### config.mk
export PLATFORM = sky130hd
export DESIGN_NAME = eta_adder
export DESIGN_NICKNAME = d
export VERILOG_FILES = /design/src/rtl/eta_pkg.sv /design/src/rtl/eta_rca.sv /design/src/rtl/eta_ctrl.sv /design/src/rtl/eta_cfree.sv /design/src/rtl/eta_adder.sv
export SDC_FILE = /design/constraint.sdc
export NUM_CORES = 1
export LEC_CHECK = 0
export BUFFER_PORTS_ARGS = -buffer_cell sky130_fd_sc_hd__buf_4
export CAP_MARGIN = 20
export CELL_PAD_IN_SITES_DETAIL_PLACEMENT = 1
export CELL_PAD_IN_SITES_GLOBAL_PLACEMENT = 2
export CORE_AREA = 2 2 64 66
export DETAILED_ROUTE_END_ITERATION = 10
export DIE_AREA = 0 0 66 68
export PLACE_DENSITY = 0.82
export SLEW_MARGIN = 10
export SYNTH_ARGS = -nofsm -noshare
export SYNTH_HDL_FRONTEND = slang
export SYNTH_SLANG_ARGS = --single-unit
### constraint.sdc
create_clock -name clk_i -period 2.2 [get_ports clk_i]
set_clock_uncertainty 0.2 [all_clocks]
set_input_delay 0.44 -clock clk_i [delete_from_list [all_inputs] [get_ports clk_i]]
set_output_delay 0.44 -clock clk_i [all_outputs]
set_load 0.02 [all_outputs]
### src/rtl/eta_pkg.sv
package eta_pkg;
  localparam int unsigned EtaWidthDef = 16;
  localparam int unsigned EtaSplitDef = 8;
endpackage

### src/rtl/eta_rca.sv
module eta_rca #(
  parameter int unsigned W = 8
) (
  input  logic [W-1:0] a_i,
  input  logic [W-1:0] b_i,
  output logic [W-1:0] sum_o,
  output logic         cout_o
);
  logic [W:0] carry;
  assign carry[0] = 1'b0;

  for (genvar i = 0; i < W; i++) begin : g_fa
    assign sum_o[i]   = a_i[i] ^ b_i[i] ^ carry[i];
    assign carry[i+1] = (a_i[i] & b_i[i]) | (carry[i] & (a_i[i] ^ b_i[i]));
  end

  assign cout_o = carry[W];
endmodule

### src/rtl/eta_ctrl.sv
module eta_ctrl #(
  parameter int unsigned W = 8
) (
  input  logic [W-1:0] a_i,
  input  logic [W-1:0] b_i,
  output logic [W-1:0] set_o
);
  // force-to-one flag travels from msb toward lsb
  for (genvar i = 0; i < W; i++) begin : g_cell
    if (i == W - 1) begin : g_top
      assign set_o[i] = a_i[i] & b_i[i];
    end else begin : g_mid
      assign set_o[i] = set_o[i+1] | (a_i[i] & b_i[i]);
    end
  end
endmodule

### src/rtl/eta_cfree.sv
module eta_cfree #(
  parameter int unsigned W = 8
) (
  input  logic [W-1:0] a_i,
  input  logic [W-1:0] b_i,
  input  logic [W-1:0] set_i,
  output logic [W-1:0] sum_o
);
  for (genvar i = 0; i < W; i++) begin : g_mxor
    assign sum_o[i] = set_i[i] | (a_i[i] ^ b_i[i]);
  end
endmodule

### src/rtl/eta_adder.sv
module eta_adder #(
  parameter int unsigned WIDTH = eta_pkg::EtaWidthDef,
  parameter int unsigned SPLIT = eta_pkg::EtaSplitDef
) (
  input  logic             clk_i,
  input  logic             rst_ni,
  input  logic             valid_i,
  input  logic [WIDTH-1:0] a_i,
  input  logic [WIDTH-1:0] b_i,
  output logic             valid_o,
  output logic [WIDTH:0]   sum_o
);
  localparam int unsigned HiW = WIDTH - SPLIT;

  logic [HiW-1:0]   hi_sum;
  logic             hi_cout;
  logic [SPLIT-1:0] set_one;
  logic [SPLIT-1:0] lo_sum;
  logic [WIDTH:0]   sum_d;

  // exact part, carry-in tied low
  eta_rca #(.W(HiW)) u_rca (
    .a_i   (a_i[WIDTH-1:SPLIT]),
    .b_i   (b_i[WIDTH-1:SPLIT]),
    .sum_o (hi_sum),
    .cout_o(hi_cout)
  );

  // carry-free part
  eta_ctrl #(.W(SPLIT)) u_ctrl (
    .a_i  (a_i[SPLIT-1:0]),
    .b_i  (b_i[SPLIT-1:0]),
    .set_o(set_one)
  );

  eta_cfree #(.W(SPLIT)) u_cfree (
    .a_i  (a_i[SPLIT-1:0]),
    .b_i  (b_i[SPLIT-1:0]),
    .set_i(set_one),
    .sum_o(lo_sum)
  );

  assign sum_d = {hi_cout, hi_sum, lo_sum};

  always_ff @(posedge clk_i or negedge rst_ni) begin
    if (!rst_ni) begin
      valid_o <= 1'b0;
      sum_o   <= '0;
    end else begin
      valid_o <= valid_i;
      if (valid_i) sum_o <= sum_d;
    end
  end
endmodule

==> summary.md, run 1 <==
| Metric | Value |
|---|---|
| Endpoint kind of the worst setup timing path | flip-flop |
| Port bufs | 52 |
| Number of remaining DRC errors | 0 |
| Synth Area in Simple Gates | 6.17% |
| Outcome | complete, but fails checks |
| Worst relative slew slack | between 60 and 70% |
| Antenna-violating nets left | 0 |
| Final min period | between 3 and 4 ns |
| Required time worst endpoint | roughly 2.2 ns |
| Synthesized net count | ~130 |
| Worst Tran Pin Value | about 0.47 ns |
| Worst Hold Depth | 1 |
| CP max FO | 1 |
| Most used routing layer | met2 |
| R2R depth | 1 |
| Final setup margin | -1.10 ns |
| FF+latch count, synth | 18 |
| Leakage | 0.730 nW |
| Bufs on Longest Clock Path | 2 |
| Setup bufs post-CTS | 0 |
| Worst hold path type | input port to flip-flop |
| Ys Warns | 0 |
| Post-synthesis mux area share | 10.4% |
| Final setup fails | 5 |
| Clock tree sinks | 18 |
| RSZ-0062 raised after global routing | yes |
| Detailed Route Iter0 Violations | 20 |
| Max Cap Viol | 0 |
| Max Clock Freq | 0.303 GHz |
| Synth Area in Compound Gates | under 10% |
| Syn Inst Count | 81 |
| CP Data Arrival Time | ~3.3 ns |
| Row count | 23 |
| Worst vdd ir | about 0.30 mV |
| Most frequent cells in the layout | buf_4, dfrtp_1, nor2_1 |
| Hold_ws | roughly 0.28 ns |
| Routed len/inst | approximately 13 µm |
| Setup CP Type | input port to flip-flop |
| TritonCTS buffer count | 3 |
| Period utilization | 150% |
| Failing checks | setup timing |
| H-tree depth | 1 |
| Root Driver | clkbuf_8 |
| Worst Setup Start Kind | input port |
| Die Footprint | between 4000 and 5000 µm² |
| Syn Std Cell Area | a little over 1000 µm² |
| Worst-path clk slew | 0.07 ns |
| DRT Pass-1 Iters | 4 |
| Largest family of logic cells by synthesized area | adder cells |
| GPL Wtd Cong | a little over 0.7 |
| Global-route wire length before repair | around 3800 µm |
| M2 GR Usage | between 20% and 30% |
| Initial core utilization | 26.3% |
| Detailed Place HPWL | between 1500 and 2000 µm |
| Total number of vias | between 800 and 900 |
| Grt met1 use | between 10% and 20% |
| Antenna Cells | 0 |
| Share of cells above drive strength 1 | 54.1% |
| Final #Nets | 186 |
| PwrDens | between 600 and 700 nW/µm² |
| Global route total overflow | 0 |
| Adder-cell share of the synthesized area | about a quarter |
| Setup_tns | -3.42 ns |
| GRT Total Usage | between 10% and 20% |
| Core area | 3860 µm² |
| Antenna violations before repair | 0 |
| Post-Synth XOR/XNOR Area | 0% |
| Syn Area/Cell | about 13 µm² |
| Vias/cell | about 4.4 |
| Final hold vios | 0 |
| Most common cell after layout, fill and taps aside | buf_4 |
| Syn-to-layout area delta | 51.2% |
| Die span in y | 68 µm |
| Distinct cells, synth | 19 |
| Max-slew violations | 0 |
| Io pins | 53 |
| Wirelength, routed | roughly 2400 µm |
| Largest net degree at the start of global routing | 27 |
| CTS tree | built |
| Vias in the first global route | a little under 900 |
| Die Span X | between 60 and 70 µm |
| Global routing usage on met3 | roughly 2.3% |
| Post-synthesis sequential area ratio | approximately 44% |
| Worst-Skew Late Latency | 0.25 ns |
==> stage by stage <==
stage | area, µm² | worst slack (ns) | cells | total power (W) | utilization (%)
2_1_floorplan | 1040 | -1.17 | 81 | 0.000582 | -
3_3_place_gp | 1460 | -1.35 | 180 | 0.000735 | 37.9
3_5_place_dp | 1460 | -1.46 | 180 | 0.000751 | 37.9
4_1_cts | 1530 | -1.13 | 185 | 0.00103 | 39.8
5_1_grt | 1530 | -1.17 | 185 | 0.00108 | 39.8
6_report | 1530 | -1.10 | 185 | 0.00101 | 39.8
==> power by group <==
group / switching, W / internal, W / leakage (nW)
registers: 0.0000277 / 0.000380 / 0.194
logic: 0.000162 / 0.000169 / 0.508
clock network: 0.000110 / 0.000159 / 0.0288
==> worst max-delay path, cell delays in order <==
cell     delay [ns]
buf_6          0.10
ha_4           0.15
inv_2          0.05
fa_2           0.19
inv_2          0.04
fa_2           0.33
fa_2           0.35
fa_2           0.34
fa_2           0.34
fa_2           0.34
inv_2          0.06
fa_1           0.39
mux2i_1        0.16
==> per-layer routing <==
layer	routed length, µm	share of wire (%)
met1	853	35
met2	1390	58
met3	120	5.0
met4	42	1.7
met5	0	0
==> final timing paths <==
check / from / endpoint / slack (ns)
max: a_i[8] / sum_o[15] / -1.10
min: valid_i / valid_o / 0.28
max reg2reg: sum_o[13] / sum_o[13] / 1.23
min reg2reg: sum_o[8] / sum_o[8] / 0.32
max in group asynchronous: rst_ni / sum_o[8] / 1.22
min in group asynchronous: rst_ni / sum_o[3] / 0.39
==> state kept, by name, summed over array words and instances (netlist names) <==
name / count
sum_o: 17
valid_o: 1
==> cells in the mapped netlist (all sizes together) <==
cell type  instances  share of area (%)
mux2i              3                3.0
ha                 8                9.9
a21oi              2               0.99
buf                3                3.3
nor2              10                3.7
inv               12                4.4
nor3b              1               0.74
a211oi             2                2.7
a41oi              1               0.86
a31oi              5                3.1
nor4               2                1.2
nor3               1               0.49
dfrtp             18                 44
fa                 7                 14
mux2               6                7.4
==> what timing repair did <==
item	CTS	global route
hold endpoints to repair	18	0
pin swaps	1	0
gates resized for setup	2	0
hold buffers	1	0
setup endpoints to repair	5	5
==> cell type report <==
type	instances	area (µm²)
flip-flops and latches	18	450
well taps	50	62.6
multi-input cells	48	513
repair buffers	53	408
inverters	12	45.0
fillers	436	2320
clock buffers	4	55.1
==> kinds of logic (layout without fill, tap and decap cells) <==
family | count (synthesis) | count (layout)
compound gates | 10 | 10
flops | 18 | 18
buf+inv | 15 | 69
simple gates | 14 | 14
mux | 9 | 9
fa+ha+maj | 15 | 15
No activity file was read; power rests on OpenSTA's default activity.
==> run 2: changes to the inputs <==
- PLACE_DENSITY: 0.82 -> default
- PLACE_DENSITY_LB_ADDON: default -> 0.1
==> summary.md, run 2 (synthesis results as in run 1) <==
| Metric | Value |
|---|---|
| Outcome | complete, but fails checks (unchanged) |
| Failing checks | setup timing (unchanged) |
| Final setup fails | 5 (unchanged) |
| RSZ-0062 raised after global routing | yes (unchanged) |
| Final hold vios | 0 (unchanged) |
| Total number of vias | 792 (was 806) |
| Global-route wire length before repair | 3880 µm (was 3830 µm) |
| Most frequent cells in the layout | buf_4, dfrtp_1, nor2_1 (unchanged) |
| Share of cells above drive strength 1 | 54.1% (unchanged) |
| Hold_sp | valid_i (unchanged) |
| Root Driver | clkbuf_8 (unchanged) |
| Detailed Route Iter0 Violations | 18 (was 20) |
| Worst-Skew Late Latency | 0.25 ns (about the same) |
| Internal power | 0.000710 W (was 0.000708 W) |
| Syn-to-layout area delta | 51.5% (was 51.2%) |
| P_sw | 0.000298 W (was 0.000300 W) |
| GRT Total Usage | 11.7% (was 11.5%) |
| CP max FO | 1 (unchanged) |
| Placed cell count | 180 (unchanged) |
| DRT Pass-1 Iters | 2 (was 4) |
| Period utilization | 148% (was 150%) |
| Final setup margin | -1.07 ns (was -1.10 ns) |
| Final #Nets | 186 (unchanged) |
| Sw frac | 29.5% (was 29.8%) |
| Die span in y | 68 µm (unchanged) |
| TritonCTS buffer count | 3 (unchanged) |
| Hold_ws | 0.288 ns (was 0.282 ns) |
| Most common cell after layout, fill and taps aside | buf_4 (unchanged) |
| Die Footprint | 4490 µm² (unchanged) |
| Final Core Density | 39.9% (was 39.8%) |
| Largest net degree at the start of global routing | 27 (unchanged) |
| Antenna Cells | 0 (unchanged) |
| Most used cell along the critical path | fa_2 (unchanged) |
| Largest reg by FF count | sum_o (unchanged) |
| Worst-path cell chain | buf_6 > ha_4 > inv_2 > fa_2 > inv_2 > fa_2 > fa_2 > fa_2 > fa_2 > fa_2 > inv_2 > fa_1 > mux2i_1 (unchanged) |
| Seq pwr share | 40.4% (about the same) |
| Port bufs | 52 (unchanged) |
| GPL Wtd Cong | 0.639 (was 0.719) |
| Detailed Place HPWL | 1870 µm (was 1960 µm) |
| Core area | 3860 µm² (unchanged) |
| Endpoint kind of the worst setup timing path | flip-flop (unchanged) |
| Worst vdd ir | 0.261 mV (was 0.297 mV) |
| CP max-delay cell | fa_1 (unchanged) |
| CP Data Arrival Time | 3.24 ns (was 3.27 ns) |
| Worst Tran Pin Value | 0.464 ns (was 0.471 ns) |
| CP max stage delay | 0.39 ns (about the same) |
| Worst Setup Start Kind | input port (unchanged) |
| H-tree depth | 1 (unchanged) |
| Antenna-violating nets left | 0 (unchanged) |
| Max Clock Freq | 0.306 GHz (was 0.303 GHz) |
| R2R Path Start | sum_o[13] (unchanged) |
| Wirelength, routed | 2310 µm (was 2410 µm) |
| Required time worst endpoint | 2.17 ns (about the same) |
| Setup CP Type | input port to flip-flop (unchanged) |
| Initial core utilization | 26.3% (unchanged) |
| Leakage | 0.734 nW (was 0.730 nW) |
| Gate power share | 32.9% (about the same) |
| CTS tree | built (unchanged) |
| Biggest regs | sum_o (17), valid_o (1) (unchanged) |
| Setup bufs post-CTS | 0 (unchanged) |
| Final Non-Filler Cells | 185 (unchanged) |
| Routed len/inst | 12.5 µm (was 13.0 µm) |
| Io pins | 53 (unchanged) |
| Max-slew violations | 0 (unchanged) |
| Die Span X | 66 µm (unchanged) |
| Worst relative slew slack | 68.8% (was 68.3%) |
| Row count | 23 (unchanged) |
| Vias in the first global route | 849 (was 876) |
| PwrDens | 655 nW/µm² (was 657 nW/µm²) |
| Bufs on Longest Clock Path | 2 (unchanged) |
| Max Cap Viol | 0 (unchanged) |
| Setup_tns | -3.32 ns (was -3.42 ns) |
| Largest register FFs | 17 (unchanged) |
| Worst-path clk slew | 0.07 ns (about the same) |
| Final min period | 3.27 ns (was 3.30 ns) |
| Global route total overflow | 0 (unchanged) |
| Worst hold path type | input port to flip-flop (unchanged) |
| Power share of the clock group | 26.7% (about the same) |
| Antenna violations before repair | 0 (unchanged) |
| Vias/cell | 4.28 (was 4.36) |
| Number of remaining DRC errors | 0 (unchanged) |
| Crit path from | a_i[8] (unchanged) |
| Clock tree sinks | 18 (unchanged) |
run 2: changes by cell type in the layout (fill, tap and decap cells not counted):
cell,change
mux2_2,-1
mux2_4,+1
run 2: through the flow:
step	setup slack (ns)	total power [W]	area [µm²]
floorplan	-1.17	0.000582	1040
global placement	-1.36	0.000740	1460
detailed placement	-1.43	0.000747	1460
CTS	-1.09	0.00103	1530
global route	-1.19	0.00109	1540
finish	-1.07	0.00101	1540
run 2: power groups by stage:
stage          Clock (W)  Sequential, W  Combinational (W)
2_1_floorplan          0       0.000471           0.000111
3_3_place_gp           0       0.000411           0.000329
3_5_place_dp           0       0.000412           0.000335
4_1_cts         0.000284       0.000407           0.000337
5_1_grt         0.000303       0.000413           0.000369
6_report        0.000269       0.000407           0.000332
run 2: area by class of cell:
| class | count | area, µm² |
|---|---|---|
| Sequential cell | 18 | 450 |
| Clock buffer | 4 | 55.1 |
| Multi-Input combinational cell | 48 | 517 |
| Fill cell | 442 | 2320 |
| Timing Repair Buffer | 53 | 408 |
| Tap cell | 50 | 62.6 |
| Inverter | 12 | 45.0 |
run 2: worst paths after layout:
check | slack (ns) | endpoint | cells past startpoint
worst max-delay path | -1.07 | sum_o[15] | 13
worst min-delay path | 0.29 | valid_o | 1
worst max register to register | 1.23 | sum_o[13] | 1
worst min register to register | 0.32 | sum_o[12] | 1
max in group asynchronous | 1.21 | sum_o[10] | 2
min in group asynchronous | 0.39 | sum_o[9] | 2
run 2: per-layer routing:
metal / global-route usage [%] / routed length (µm)
met1: 13.8 / 959
met2: 20.7 / 1180
met3: 2.47 / 147
met4: 5.36 / 23
met5: 0 / 0
run 2: worst max-delay path: cells and delay by family:
kind	cells	cell delay (ns)
adder cells (fa/ha/maj)	8	2.42
multiplexers	1	0.15
buffers and inverters	4	0.24
run 2: timing repair:
item | 4_1_cts | 5_1_grt
gates resized for setup | 2 | 1
endpoints found under the hold margin | 18 | 0
gates cloned | 0 | 0
hold buffers | 1 | 0
setup endpoints to repair | 5 | 5
pin swaps | 1 | 0
==> run 3: changes to the inputs <==
- ABC_AREA: default -> 1
- CORE_AREA: 2 2 64 66 -> 2 2 65 67
- CTS_CLUSTER_DIAMETER: default -> 80
- DIE_AREA: 0 0 66 68 -> 0 0 67 69
==> summary.md, run 3 <==
| Metric | Value |
|---|---|
| Total number of vias | 883 (was 792) |
| Synthesized net count | 155 (was 131) |
| Core area | 3910 µm² (was 3860 µm²) |
| Number of remaining DRC errors | 0 (unchanged) |
| GPL Wtd Cong | 0.680 (was 0.639) |
| Syn-to-layout area delta | 53.8% (was 51.5%) |
| Hold_sp | a_i[7] (was valid_i) |
| Final hold vios | 0 (unchanged) |
| Biggest regs | sum_o (17), valid_o (1) (unchanged) |
| Outcome | complete, but fails checks (unchanged) |
| Largest net degree at the start of global routing | 20 (was 27) |
| Count leader, synth | nand2_1 (was dfrtp_1) |
| Global routing usage on met3 | 2.45% (was 2.47%) |
| CTS tree | built (unchanged) |
| Antenna violations before repair | 0 (unchanged) |
| R2R Path Start | sum_o[3] (was sum_o[13]) |
| TritonCTS buffer count | 3 (unchanged) |
| Wirelength, routed | 2420 µm (was 2310 µm) |
| Filler cells | 490 (was 442) |
| Port bufs | 52 (unchanged) |
| Vias in the first global route | 949 (was 849) |
| Grt met1 use | 14.9% (was 13.8%) |
| Number of flops mapped to enable cells by yosys | 0 (unchanged) |
| Largest register FFs | 17 (unchanged) |
| Reg-to-reg slack, setup | 1.32 ns (was 1.23 ns) |
| Setup CP Type | input port to flip-flop (unchanged) |
| Worst-path clk slew | 0.07 ns (about the same) |
| Worst Tran Pin Value | 0.334 ns (was 0.464 ns) |
| Required time worst endpoint | 2.18 ns (was 2.17 ns) |
| Detailed Place HPWL | 1940 µm (was 1870 µm) |
| Die Span X | 67 µm (was 66 µm) |
| Final #Nets | 211 (was 186) |
| DRT Pass-1 Iters | 2 (unchanged) |
| Bufs on Longest Clock Path | 2 (unchanged) |
| Period utilization | 149% (was 148%) |
| Final Non-Filler Cells | 209 (was 185) |
| CP max FO | 1 (unchanged) |
| Post-synthesis sequential area ratio | 45.6% (was 44.4%) |
| Most common cell after layout, fill and taps aside | buf_4 (unchanged) |
| Commonest cells in the netlist | nand2_1, dfrtp_1, inv_1 (was dfrtp_1, inv_1, nor2_1) |
| Worst-Skew Late Latency | 0.24 ns (was 0.25 ns) |
| Final setup fails | 5 (unchanged) |
| Share of cells above drive strength 1 | 42.8% (was 54.1%) |
| Setup_tns | -3.11 ns (was -3.32 ns) |
| RSZ-0062 raised after global routing | yes (unchanged) |
| Antenna Cells | 0 (unchanged) |
| Initial core utilization | 25.3% (was 26.3%) |
| Die Footprint | 4620 µm² (was 4490 µm²) |
| Post-Layout Inst Area | 1520 µm² (was 1540 µm²) |
| Die span in y | 69 µm (was 68 µm) |
| Ys Warns | 0 (unchanged) |
| Most used routing layer | met2 (unchanged) |
| Register area | 450 µm² (unchanged) |
| P_sw | 0.000278 W (was 0.000298 W) |
| Leading area contributor after synthesis | dfrtp_1 (unchanged) |
| Worst vdd ir | 0.253 mV (was 0.261 mV) |
| Placed Area | 1460 µm² (unchanged) |
| Endpoint kind of the worst setup timing path | flip-flop (unchanged) |
| Failing checks | setup timing (unchanged) |
| Worst relative slew slack | 77.7% (was 68.8%) |
| Routed len/inst | 11.6 µm (was 12.5 µm) |
| Row count | 23 (unchanged) |
| Sw frac | 30.6% (was 29.5%) |
| Most frequent cells in the layout | buf_4, nand2_1, dfrtp_1 (was buf_4, dfrtp_1, nor2_1) |
| Gate power share | 31.3% (was 32.9%) |
| Power share of the clock group | 25.2% (was 26.7%) |
| Area used by multi-input combinational logic | 502 µm² (was 517 µm²) |
| Max Clock Freq | 0.306 GHz (about the same) |
| Distinct cells, synth | 16 (was 19) |
| Setup bufs post-CTS | 0 (unchanged) |
| CP Data Arrival Time | 3.25 ns (was 3.24 ns) |
| PwrDens | 597 nW/µm² (was 655 nW/µm²) |
| Largest reg by FF count | sum_o (unchanged) |
| Io pins | 53 (unchanged) |
| Final min period | 3.27 ns (about the same) |
| Detailed Route Iter0 Violations | 17 (was 18) |
| Syn Area/Cell | 9.41 µm² (was 12.5 µm²) |
| Syn Inst Count | 105 (was 81) |
| Worst Hold Depth | 3 (was 1) |
| Clock tree sinks | 18 (unchanged) |
| Antenna-violating nets left | 0 (unchanged) |
| Final setup margin | -1.07 ns (about the same) |
| Worst Setup Start Kind | input port (unchanged) |
| Final Power | 0.000907 W (was 0.00101 W) |
| RR Endpoint | sum_o[3] (was sum_o[13]) |
| Vias/cell | 4.22 (was 4.28) |
| Ys async rst share | 100% (unchanged) |
| Final Core Density | 38.8% (was 39.9%) |
| H-tree depth | 1 (unchanged) |
| Internal power | 0.000629 W (was 0.000710 W) |
| Syn Std Cell Area | 988 µm² (was 1010 µm²) |
| R2R depth | 2 (was 1) |
| GRT Total Usage | 11.3% (was 11.7%) |
| Ys flop type | dfrtp_1 (unchanged) |
| Placed cell count | 205 (was 180) |
| Top cell type's share of synthesized area | 45.6% (was 44.4%) |
| Seq pwr share | 43.5% (was 40.4%) |
| M2 GR Usage | 18.5% (was 20.7%) |
| Leakage | 0.755 nW (was 0.734 nW) |
| Global route total overflow | 0 (unchanged) |
| Max Cap Viol | 0 (unchanged) |
| FF+latch count, synth | 18 (unchanged) |
| Worst hold path type | input port to flip-flop (unchanged) |
| Max-slew violations | 0 (unchanged) |
| Global-route wire length before repair | 4100 µm (was 3880 µm) |
| Root Driver | clkbuf_8 (unchanged) |
| Synth area leaders | dfrtp_1, fa_1, nand2_1, ha_1, inv_1 (was dfrtp_1, fa_1, ha_1, inv_1, mux2_2) |
| Hold Path Sink | sum_o[7] (was valid_o) |
==> run 3: changes by cell type after synthesis, sizes merged, moves of 2 or more <==
cell / before / now
o21ai: 0 / 7
mux2i: 3 / 0
nor2: 10 / 14
nand4: 0 / 2
a31oi: 5 / 1
nand3: 0 / 2
inv: 12 / 15
nand2: 0 / 27
a211oi: 2 / 0
mux2: 6 / 0
nor4: 2 / 0
==> run 3: logic make-up after synthesis <==
logic type               after synthesis  share of synthesized area (%)
buffers and inverters                 17                           6.71
flip-flops                            18                           45.6
AND/OR/NAND/NOR                       46                           18.7
adder cells (fa/ha/maj)               15                           24.3
AO/OA/AOI/OAI                          9                           4.68
==> run 3: worst max path at each step <==
stage,start,end,depth (start not counted)
final,a_i[8],sum_o[15],13
after global routing,a_i[8],sum_o[15],13
after CTS,a_i[8],sum_o[15],13
after detailed placement,a_i[8],sum_o[15],13
after global placement,a_i[8],sum_o[15],13
after floorplan,a_i[8],sum_o[15],12
==> run 3: area by class of cell <==
| class | count | area share [%] |
|---|---|---|
| well taps | 50 | 4.12 |
| flip-flops and latches | 18 | 29.6 |
| clock buffers | 3 | 2.72 |
| inverters | 15 | 3.70 |
| repair buffers | 53 | 26.8 |
| multi-input cells | 70 | 33.0 |
==> run 3: power groups by stage <==
stage,combinational [W],sequential (W),clock [W]
detailed placement,0.000290,0.000400,0
floorplan,0.0000865,0.000449,0
global placement,0.000285,0.000399,0
global route,0.000320,0.000401,0.000251
CTS,0.000293,0.000395,0.000244
finish,0.000284,0.000395,0.000228
==> run 3: what timing repair did <==
| action | CTS | global route |
|---|---|---|
| endpoints found under the setup margin | 5 | 5 |
| endpoints found under the hold margin | 18 | 0 |
| hold buffers | 1 | 0 |
| resized for setup | 2 | 0 |
| cloned | 0 | 0 |
| pin swaps | 0 | 4 |
==> run 3: worst max-delay path: stages <==
cell and delay, ns:
buf_6 0.10, ha_4 0.15, inv_2 0.05, fa_2 0.18, inv_2 0.04, fa_2 0.33
fa_2 0.35, fa_2 0.35, fa_2 0.35, fa_2 0.34, inv_2 0.06, fa_2 0.42
o21ai_1 0.11
==> run 3: layer usage <==
| metal | part of all wire (%) | vias up |
|---|---|---|
| met5 | 0 | - |
| met4 | 0.58 | 0 |
| met3 | 8.3 | 2 |
| met2 | 48 | 31 |
| met1 | 43 | 419 |
| li1 | - | 431 |
==> run 3: stage by stage <==
stage / hold WS [ns] / setup WS (ns)
finish: 0.224 / -1.07
global route: 0.239 / -1.16
CTS: 0.218 / -1.12
detailed placement: 0.132 / -1.41
global placement: 0.131 / -1.38
floorplan: -0.0556 / -1.19
